==> src/rtl/uart_fr_pkg.sv <==
package uart_fr_pkg;

  localparam logic [2:0] A_DATA = 3'd0;
  localparam logic [2:0] A_IER  = 3'd1;
  localparam logic [2:0] A_IDFC = 3'd2;
  localparam logic [2:0] A_LCR  = 3'd3;
  localparam logic [2:0] A_LSR  = 3'd5;

  typedef struct packed {
    logic [1:0] trig;
    logic       dma;
    logic       on;
  } fcr_t;

endpackage

==> src/rtl/urt_byte_fifo.sv <==
module urt_byte_fifo #(
  parameter int W = 8,
  parameter int DEPTH = 16,
  localparam int CW = $clog2(DEPTH + 1)
) (
  input  logic          clk,
  input  logic          rst_n,
  input  logic          flush,
  input  logic          single,
  input  logic          push,
  input  logic [W-1:0]  push_data,
  input  logic          pop,
  output logic [W-1:0]  head,
  output logic [CW-1:0] count,
  output logic          full,
  output logic          push_ok,
  output logic          pop_ok
);
  localparam int PW = $clog2(DEPTH);

  logic [W-1:0]  mem [DEPTH];
  logic [PW-1:0] rd_ptr, wr_ptr, rd_ptr_nx, wr_ptr_nx;
  logic [CW-1:0] count_nx, cap;

  function automatic logic [PW-1:0] bump(input logic [PW-1:0] p);
    return (p == PW'(DEPTH - 1)) ? '0 : p + 1'b1;
  endfunction

  assign cap     = single ? CW'(1) : CW'(DEPTH);
  assign full    = (count >= cap);
  assign push_ok = push & ~full & ~flush;
  assign pop_ok  = pop & (count != '0) & ~flush;
  assign head    = mem[rd_ptr];

  always_comb begin
    wr_ptr_nx = wr_ptr;
    rd_ptr_nx = rd_ptr;
    count_nx  = count;
    if (flush) begin
      wr_ptr_nx = '0;
      rd_ptr_nx = '0;
      count_nx  = '0;
    end else begin
      if (push_ok) wr_ptr_nx = bump(wr_ptr);
      if (pop_ok)  rd_ptr_nx = bump(rd_ptr);
      case ({push_ok, pop_ok})
        2'b10:   count_nx = count + 1'b1;
        2'b01:   count_nx = count - 1'b1;
        default: count_nx = count;
      endcase
    end
  end

  always_ff @(posedge clk or negedge rst_n) begin
    if (!rst_n) begin
      wr_ptr <= '0;
      rd_ptr <= '0;
      count  <= '0;
    end else begin
      wr_ptr <= wr_ptr_nx;
      rd_ptr <= rd_ptr_nx;
      count  <= count_nx;
    end
  end

  always_ff @(posedge clk) begin
    if (push_ok) mem[wr_ptr] <= push_data;
  end

endmodule

==> src/rtl/urt_fcr_ctl.sv <==
module urt_fcr_ctl
  import uart_fr_pkg::*;
(
  input  logic       clk,
  input  logic       rst_n,
  input  logic       fcr_wr,
  input  logic [7:0] wdata,
  output fcr_t       fcr,
  output logic       rx_flush,
  output logic       tx_flush
);
  fcr_t fcr_nx;
  logic en_change;
  logic unused_rsvd;

  assign unused_rsvd = ^wdata[5:4];
  assign en_change   = fcr_wr & (wdata[0] != fcr.on);
  assign rx_flush    = en_change | (fcr_wr & wdata[0] & wdata[1]);
  assign tx_flush    = en_change | (fcr_wr & wdata[0] & wdata[2]);

  always_comb begin
    fcr_nx = fcr;
    if (fcr_wr) begin
      fcr_nx.on = wdata[0];
      if (wdata[0]) begin
        fcr_nx.dma  = wdata[3];
        fcr_nx.trig = wdata[7:6];
      end
    end
  end

  always_ff @(posedge clk or negedge rst_n) begin
    if (!rst_n) fcr <= '0;
    else        fcr <= fcr_nx;
  end

endmodule

==> src/rtl/uart_fifo_regif.sv <==
module uart_fifo_regif
  import uart_fr_pkg::*;
#(
  parameter int DEPTH = 16,
  localparam int CW = $clog2(DEPTH + 1)
) (
  input  logic        clk,
  input  logic        rst_n,
  input  logic [2:0]  addr,
  input  logic        wr_en,
  input  logic        rd_en,
  input  logic [7:0]  wdata,
  output logic [7:0]  rdata,
  input  logic        rx_push,
  input  logic [7:0]  rx_byte,
  input  logic        rx_err,
  input  logic        tx_pop,
  output logic [7:0]  tx_byte,
  output logic        tx_has_data,
  output logic        rx_ready,
  output logic        tx_ready,
  output logic        irq,
  output logic        fifos_on,
  output logic [6:0]  line_ctrl,
  output logic [15:0] divisor,
  output logic [7:0]  alt_func
);
  fcr_t          fcr;
  logic          rx_flush, tx_flush, dlab, fcr_wr, host_push, host_pop, lsr_rd;
  logic [8:0]    rx_head;
  logic [7:0]    tx_head;
  logic [CW-1:0] rx_count, tx_count, err_cnt, err_cnt_nx, trig_lvl;
  logic          rx_full, tx_full, rx_push_ok, rx_pop_ok, tx_pop_ok, unused_tx_push_ok;
  logic          rx_empty, tx_empty, rx_avail, mode1, overrun, overrun_nx;
  logic [7:0]    lcr, lcr_nx, dll, dll_nx, dlm, dlm_nx, afr, afr_nx, rx_last, rx_last_nx;
  logic [7:0]    tx_last, tx_last_nx, iir, lsr;
  logic [3:0]    ier, ier_nx, iir_id;

  assign dlab      = lcr[7];
  assign fcr_wr    = wr_en & (addr == A_IDFC) & ~dlab;
  assign host_push = wr_en & (addr == A_DATA) & ~dlab;
  assign host_pop  = rd_en & (addr == A_DATA) & ~dlab;
  assign lsr_rd    = rd_en & (addr == A_LSR);

  urt_fcr_ctl u_fcr (
    .clk(clk), .rst_n(rst_n), .fcr_wr(fcr_wr), .wdata(wdata),
    .fcr(fcr), .rx_flush(rx_flush), .tx_flush(tx_flush)
  );

  urt_byte_fifo #(.W(9), .DEPTH(DEPTH)) u_rxq (
    .clk(clk), .rst_n(rst_n), .flush(rx_flush), .single(~fcr.on),
    .push(rx_push), .push_data({rx_err, rx_byte}), .pop(host_pop),
    .head(rx_head), .count(rx_count), .full(rx_full),
    .push_ok(rx_push_ok), .pop_ok(rx_pop_ok)
  );

  urt_byte_fifo #(.W(8), .DEPTH(DEPTH)) u_txq (
    .clk(clk), .rst_n(rst_n), .flush(tx_flush), .single(~fcr.on),
    .push(host_push), .push_data(wdata), .pop(tx_pop),
    .head(tx_head), .count(tx_count), .full(tx_full),
    .push_ok(unused_tx_push_ok), .pop_ok(tx_pop_ok)
  );

  assign rx_empty = (rx_count == '0);
  assign tx_empty = (tx_count == '0);

  always_comb begin
    case (fcr.trig)
      2'd0:    trig_lvl = CW'(1);
      2'd1:    trig_lvl = CW'(DEPTH / 4);
      2'd2:    trig_lvl = CW'(DEPTH / 2);
      default: trig_lvl = CW'(DEPTH - 2);
    endcase
  end

  assign rx_avail = fcr.on ? (rx_count >= trig_lvl) : ~rx_empty;
  assign mode1    = fcr.on & fcr.dma;
  assign rx_ready = mode1 ? rx_avail : ~rx_empty;
  assign tx_ready = mode1 ? ~tx_full : tx_empty;

  assign iir_id = (ier[0] & rx_avail) ? 4'b0100 :
                  (ier[1] & tx_empty) ? 4'b0010 : 4'b0001;
  assign iir    = {fcr.on, fcr.on, 2'b00, iir_id};
  assign lsr    = {fcr.on & (err_cnt != '0), 1'b0, tx_empty, 3'b000, overrun, ~rx_empty};
  assign irq    = ~iir_id[0];

  always_comb begin
    case (addr)
      A_DATA:  rdata = dlab ? dll : (rx_empty ? rx_last : rx_head[7:0]);
      A_IER:   rdata = dlab ? dlm : {4'b0000, ier};
      A_IDFC:  rdata = dlab ? afr : iir;
      A_LCR:   rdata = lcr;
      A_LSR:   rdata = lsr;
      default: rdata = 8'h00;
    endcase
  end

  assign tx_byte     = tx_empty ? tx_last : tx_head;
  assign tx_has_data = ~tx_empty;
  assign fifos_on    = fcr.on;
  assign line_ctrl   = lcr[6:0];
  assign divisor     = {dlm, dll};
  assign alt_func    = afr;

  always_comb begin
    lcr_nx     = lcr;
    dll_nx     = dll;
    dlm_nx     = dlm;
    afr_nx     = afr;
    ier_nx     = ier;
    rx_last_nx = rx_pop_ok ? rx_head[7:0] : rx_last;
    tx_last_nx = tx_pop_ok ? tx_head : tx_last;
    if (wr_en) begin
      if (addr == A_LCR)                 lcr_nx = wdata;
      if (addr == A_DATA && dlab)        dll_nx = wdata;
      if (addr == A_IER && dlab)         dlm_nx = wdata;
      if (addr == A_IER && !dlab)        ier_nx = wdata[3:0];
      if (addr == A_IDFC && dlab)        afr_nx = wdata;
    end
    if (rx_flush) err_cnt_nx = '0;
    else err_cnt_nx = err_cnt + CW'(rx_push_ok & rx_err) - CW'(rx_pop_ok & rx_head[8]);
    if (rx_push & rx_full & ~rx_flush) overrun_nx = 1'b1;
    else if (lsr_rd)                   overrun_nx = 1'b0;
    else                               overrun_nx = overrun;
  end

  always_ff @(posedge clk or negedge rst_n) begin
    if (!rst_n) begin
      lcr     <= '0;
      dll     <= '0;
      dlm     <= '0;
      afr     <= '0;
      ier     <= '0;
      rx_last <= '0;
      tx_last <= '0;
      err_cnt <= '0;
      overrun <= 1'b0;
    end else begin
      lcr     <= lcr_nx;
      dll     <= dll_nx;
      dlm     <= dlm_nx;
      afr     <= afr_nx;
      ier     <= ier_nx;
      rx_last <= rx_last_nx;
      tx_last <= tx_last_nx;
      err_cnt <= err_cnt_nx;
      overrun <= overrun_nx;
    end
  end

endmodule

==> config.mk <==
export PLATFORM = sky130hd
export DESIGN_NAME = uart_fifo_regif
export DESIGN_NICKNAME = d
export VERILOG_FILES = /design/src/rtl/uart_fr_pkg.sv /design/src/rtl/urt_byte_fifo.sv /design/src/rtl/urt_fcr_ctl.sv /design/src/rtl/uart_fifo_regif.sv
export SDC_FILE = /design/constraint.sdc
export NUM_CORES = 1
export LEC_CHECK = 0
export BUFFER_PORTS_ARGS = -buffer_cell sky130_fd_sc_hd__buf_4
export CAP_MARGIN = 20
export CORE_MARGIN = 2
export CORE_UTILIZATION = 61
export CTS_CLUSTER_DIAMETER = 150
export DETAILED_ROUTE_END_ITERATION = 10
export HOLD_SLACK_MARGIN = 0.05
export PLACE_DENSITY_LB_ADDON = 0.1
export SETUP_SLACK_MARGIN = 0.02
export SLEW_MARGIN = 25
export SYNTH_ARGS = -nofsm -noshare
export SYNTH_HDL_FRONTEND = slang
export SYNTH_SLANG_ARGS = --single-unit
==> constraint.sdc <==
create_clock -name clk -period 6.6 [get_ports clk]
set_input_delay 1.32 -clock clk [delete_from_list [all_inputs] [get_ports clk]]
set_output_delay 1.32 -clock clk [all_outputs]
set_load 0.01 [all_outputs]
==> run_results.csv <==
group,metric,value,unit
routing,firstDrtPassIters,7,
clocking,holdBufCountCts,0,
synth,synth_area_per_cell,14.93,um^2
cells_and_area,synthToLayoutAreaGrowth,12.26,%
die,start_util,62.38,%
setup_path,cp_top_family,"multiplexers",
setup_path,rr_startpoint,"u_fcr.fcr[0]$_DFFE_PN0N_",
setup_path,path_class,"flop to output pin",
synth,yosysTopAreaCell,"edfxtp_1",
routing,avgRoutedWirePerCell,22.77,um
sta,finalSetupTns,0,ns
sta,slew_headroom,29.62,%
setup_path,slowest_stage,"dfrtp_2",
hold_path,holdPathEnd,"rx_last[4]$_DFFE_PN0P_",
sta,min_period_over_period,72.08,%
clocking,htree_levels,2,
setup_path,crit_arrival,3.44,ns
synth,synth.top_cell.area_share,51.85,%
placed_design,dpl_cell_area,0.01656,mm^2
synth,synth-edff-count,272,
synth,syn_area,0.01575,mm^2
routing,ant_nets,0,
setup_path,crit_path_max_fanout,20,
clocking,cts.sinks,360,
hold_path,holdPathStages,2,
sta,tightest_slew,1.052,ns
cells_and_area,antenna_cells,0,
sta,hold-worst-slack,0.4763,ns
synth,synth.distinct_cells,63,
setup_path,required,5.28,ns
die,die_h,164.7,um
setup_path,path_buf_inv,2,
die,die_area,0.02713,mm^2
die,num_rows,58,
cells_and_area,finish.instance_area,0.01768,mm^2
synth,synth_warnings,0,
setup_path,cp-start-kind,"flop",
grt,grt_max_degree,56,
sta,max_freq,0.2102,GHz
clocking,postCtsSetupBuffers,0,
sta,hold_viol,0,
sta,fin_crit,4.757,ns
setup_path,reg2reg_to,"u_txq.count[4]$_DFFE_PN0P_",
cells_and_area,fin_util,70.03,%
placed_design,globalplace.congestion,0.8880,
synth,synth_nets,1114,
power_and_ir_drop,p_leak,6.494,nW
routing,drt_iter0_drc,842,
grt,grt_pass1_vias,9104,
synth,ys_top_cells_by_area,"edfxtp_1 (52%), dfrtp_1 (14%), mux4_2 (5.6%)",
power_and_ir_drop,total_power,7.128,mW
setup_path,cp-end-kind,"output pin",
status,status,"completed",
clocking,cts_root_buf,"clkbuf_16",
placed_design,io_buffers,77,
synth,ys.flop_type,"edfxtp_1",
hold_path,min-delay-start,"rx_last[4]$_DFFE_PN0P_",
setup_path,ff2ff_path_depth,13,
routing,drc,0,
grt,grt_usage,25.56,%
routing,drt_wl_total,33610,um
setup_path,rrSetupSlack,2.53,ns
sta,slew_violations,0,
setup_path,path_cells,"buf_4 > mux4_2 > mux2i_1 > o22ai_1 > mux2i_1 > a21oi_1 > a211o_1 > buf_4",
power_and_ir_drop,vdd_drop_max,0.0002928,V
clocking,cts-buffers-inserted,37,
routing,vias_per_cell,6.226,
sta,finClkSkew,0.01734,ns
grt,antenna_found_initial,0,
die,coreArea,0.02525,mm^2
setup_path,cpPeakStageDelay,0.74,ns
synth,ys_ff_latch,360,
power_and_ir_drop,power_density,403.0,mW/mm^2
clocking,clock_latency,0.53,ns
cells_and_area,nNetsFinal,1177,
hold_path,hp-class,"flop to flop",
clocking,cts_tree,"yes",
grt,grt-ovfl-total,0,
clocking,cts_resized,0,
sta,setup_viol,0,
synth,postSynthCellCount,1055,
routing,vias,9190,
synth,ys_seq_area_share,65.82,%
grt,grt_pass1_wl,51850,um
sta,rsz0062_at_grt,"false",
die,num_io_pins,78,
placed_design,dp_hpwl,21580,um
clocking,clk_pin_slew,0.06,ns
run,max-cap-violations,0,
cells_and_area,drive_above_1_share,22.60,%
synth,synthArstFlopShare,24.44,%
clocking,clockBufferDepth,3,
die,die_x,164.7,um
==> cells in the final DEF (no fill, tap or decap), types with 6 or more instances in the layout <==
master and n:
edfxtp_1 272, buf_4 89, dfrtp_1 86, nand2_1 72, mux2i_1 60, mux2_2 59, nor2_1 53, o21ai_0 51
mux4_2 39, clkbuf_16 37, a21oi_1 30, ha_1 30, inv_1 29, a221oi_1 17, a31oi_1 16, a22oi_1 16
and2_1 16, nand3_1 12, clkbuf_1 11, nor3_1 9, nor2b_1 9, o22ai_1 8, or3_1 8, and3_1 7
xor2_1 7, clkinv_1 7, nand2b_1 6, a21o_1 6, clkinv_2 6
==> worst max path at each step <==
stage               slack, ns  cells past startpoint                         from                    endpoint
detailed placement       1.93                     13                      addr[1]  u_txq.count[4]$_DFFE_PN0P_
global placement         2.00                     13                      addr[1]  u_txq.count[4]$_DFFE_PN0P_
finish                   1.84                      8  u_rxq.rd_ptr[0]$_DFFE_PN0P_                    rdata[7]
floorplan                2.45                     13                      addr[0]  u_rxq.count[4]$_DFFE_PN0P_
global route             1.63                      8  u_rxq.rd_ptr[0]$_DFFE_PN0P_                    rdata[7]
CTS                      1.78                      8  u_rxq.rd_ptr[0]$_DFFE_PN0P_                    rdata[7]
==> logic make-up after synthesis <==
kind of cell / Yosys count / synth area share [%]
AOI/OAI and AO/OA: 185 / 7.934
xor gates and xnor gates: 8 / 0.4448
adders and majority gates: 33 / 2.764
buffers and inverters: 95 / 2.573
DFF: 360 / 65.82
muxes: 163 / 14.08
and+or+nand+nor: 211 / 6.378
==> stage by stage <==
stage / setup slack [ns] / std cells
final: 1.843 / 1476
after CTS: 1.780 / 1476
after global placement: 2.002 / 1409
after floorplan: 2.452 / 1055
after global routing: 1.630 / 1476
after detailed placement: 1.927 / 1409
==> final cells by class <==
type | instances | area (um^2)
Clock inverter | 18 | 140.1
Tap cell | 330 | 412.9
Inverter | 30 | 112.6
Clock buffer | 49 | 980.9
Multi-Input combinational cell | 600 | 4997
Timing Repair Buffer | 89 | 668.1
Sequential cell | 360 | 10370
Fill cell | 1684 | 7570
==> registers in the layout (all words and copies together) (netlist names), 8 cells and up <==
register,cells
u_txq.mem,128
dlm,8
alt_func,8
u_rxq.mem,144
tx_last,8
rx_last,8
dll,8
lcr,8
==> routing by layer <==
| layer | vias up | global-route usage [%] | routed length, um |
|---|---|---|---|
| met1 | 4646 | 35.96 | 14320 |
| met4 | 0 | 7.510 | 775 |
| li1 | 4174 | - | - |
| met5 | - | 0 | 0 |
| met3 | 58 | 4.068 | 1914 |
| met2 | 312 | 41.94 | 16590 |
==> Yosys cell counts (3+ instances only) <==
cell type  count
nor3_1        10
nor4_1         3
mux4_2        39
edfxtp_1     272
and3_1         7
clkbuf_1      41
nand3_1       12
nor2b_1       10
buf_1          7
a22oi_1       16
nand2_1       72
ha_1          30
mux2_4         5
fa_1           3
and2_1        16
o31ai_1        5
o22ai_1        8
a31oi_1       16
buf_4         11
mux2i_1       60
a21oi_1       30
o2111ai_1      3
inv_1         29
a22o_1         5
mux2_2        59
buf_2          6
a221oi_1      17
dfrtp_1       88
a21o_1         6
a221o_1        5
xor2_1         7
nor2_1        55
o21ai_0       51
or3_1          8
nand2b_1       6
==> report_power, final <==
| group | internal, mW | switching [mW] |
|---|---|---|
| logic | 1.02 | 1.13 |
| registers | 2.71 | 0.322 |
| clock network | 1.09 | 0.843 |
==> worst reg2reg max path: cells and delay by family, from the launching register on <==
| family | cells | cell delay [ns] |
|---|---|---|
| AND/OR/NAND/NOR | 5 | 1.24 |
| AO/OA/AOI/OAI | 4 | 1.08 |
| adder cells (fa/ha/maj) | 2 | 0.66 |
| flip-flops | 1 | 0.57 |
| buffers and inverters | 2 | 0.35 |
(Power assumes the default switching activity.)
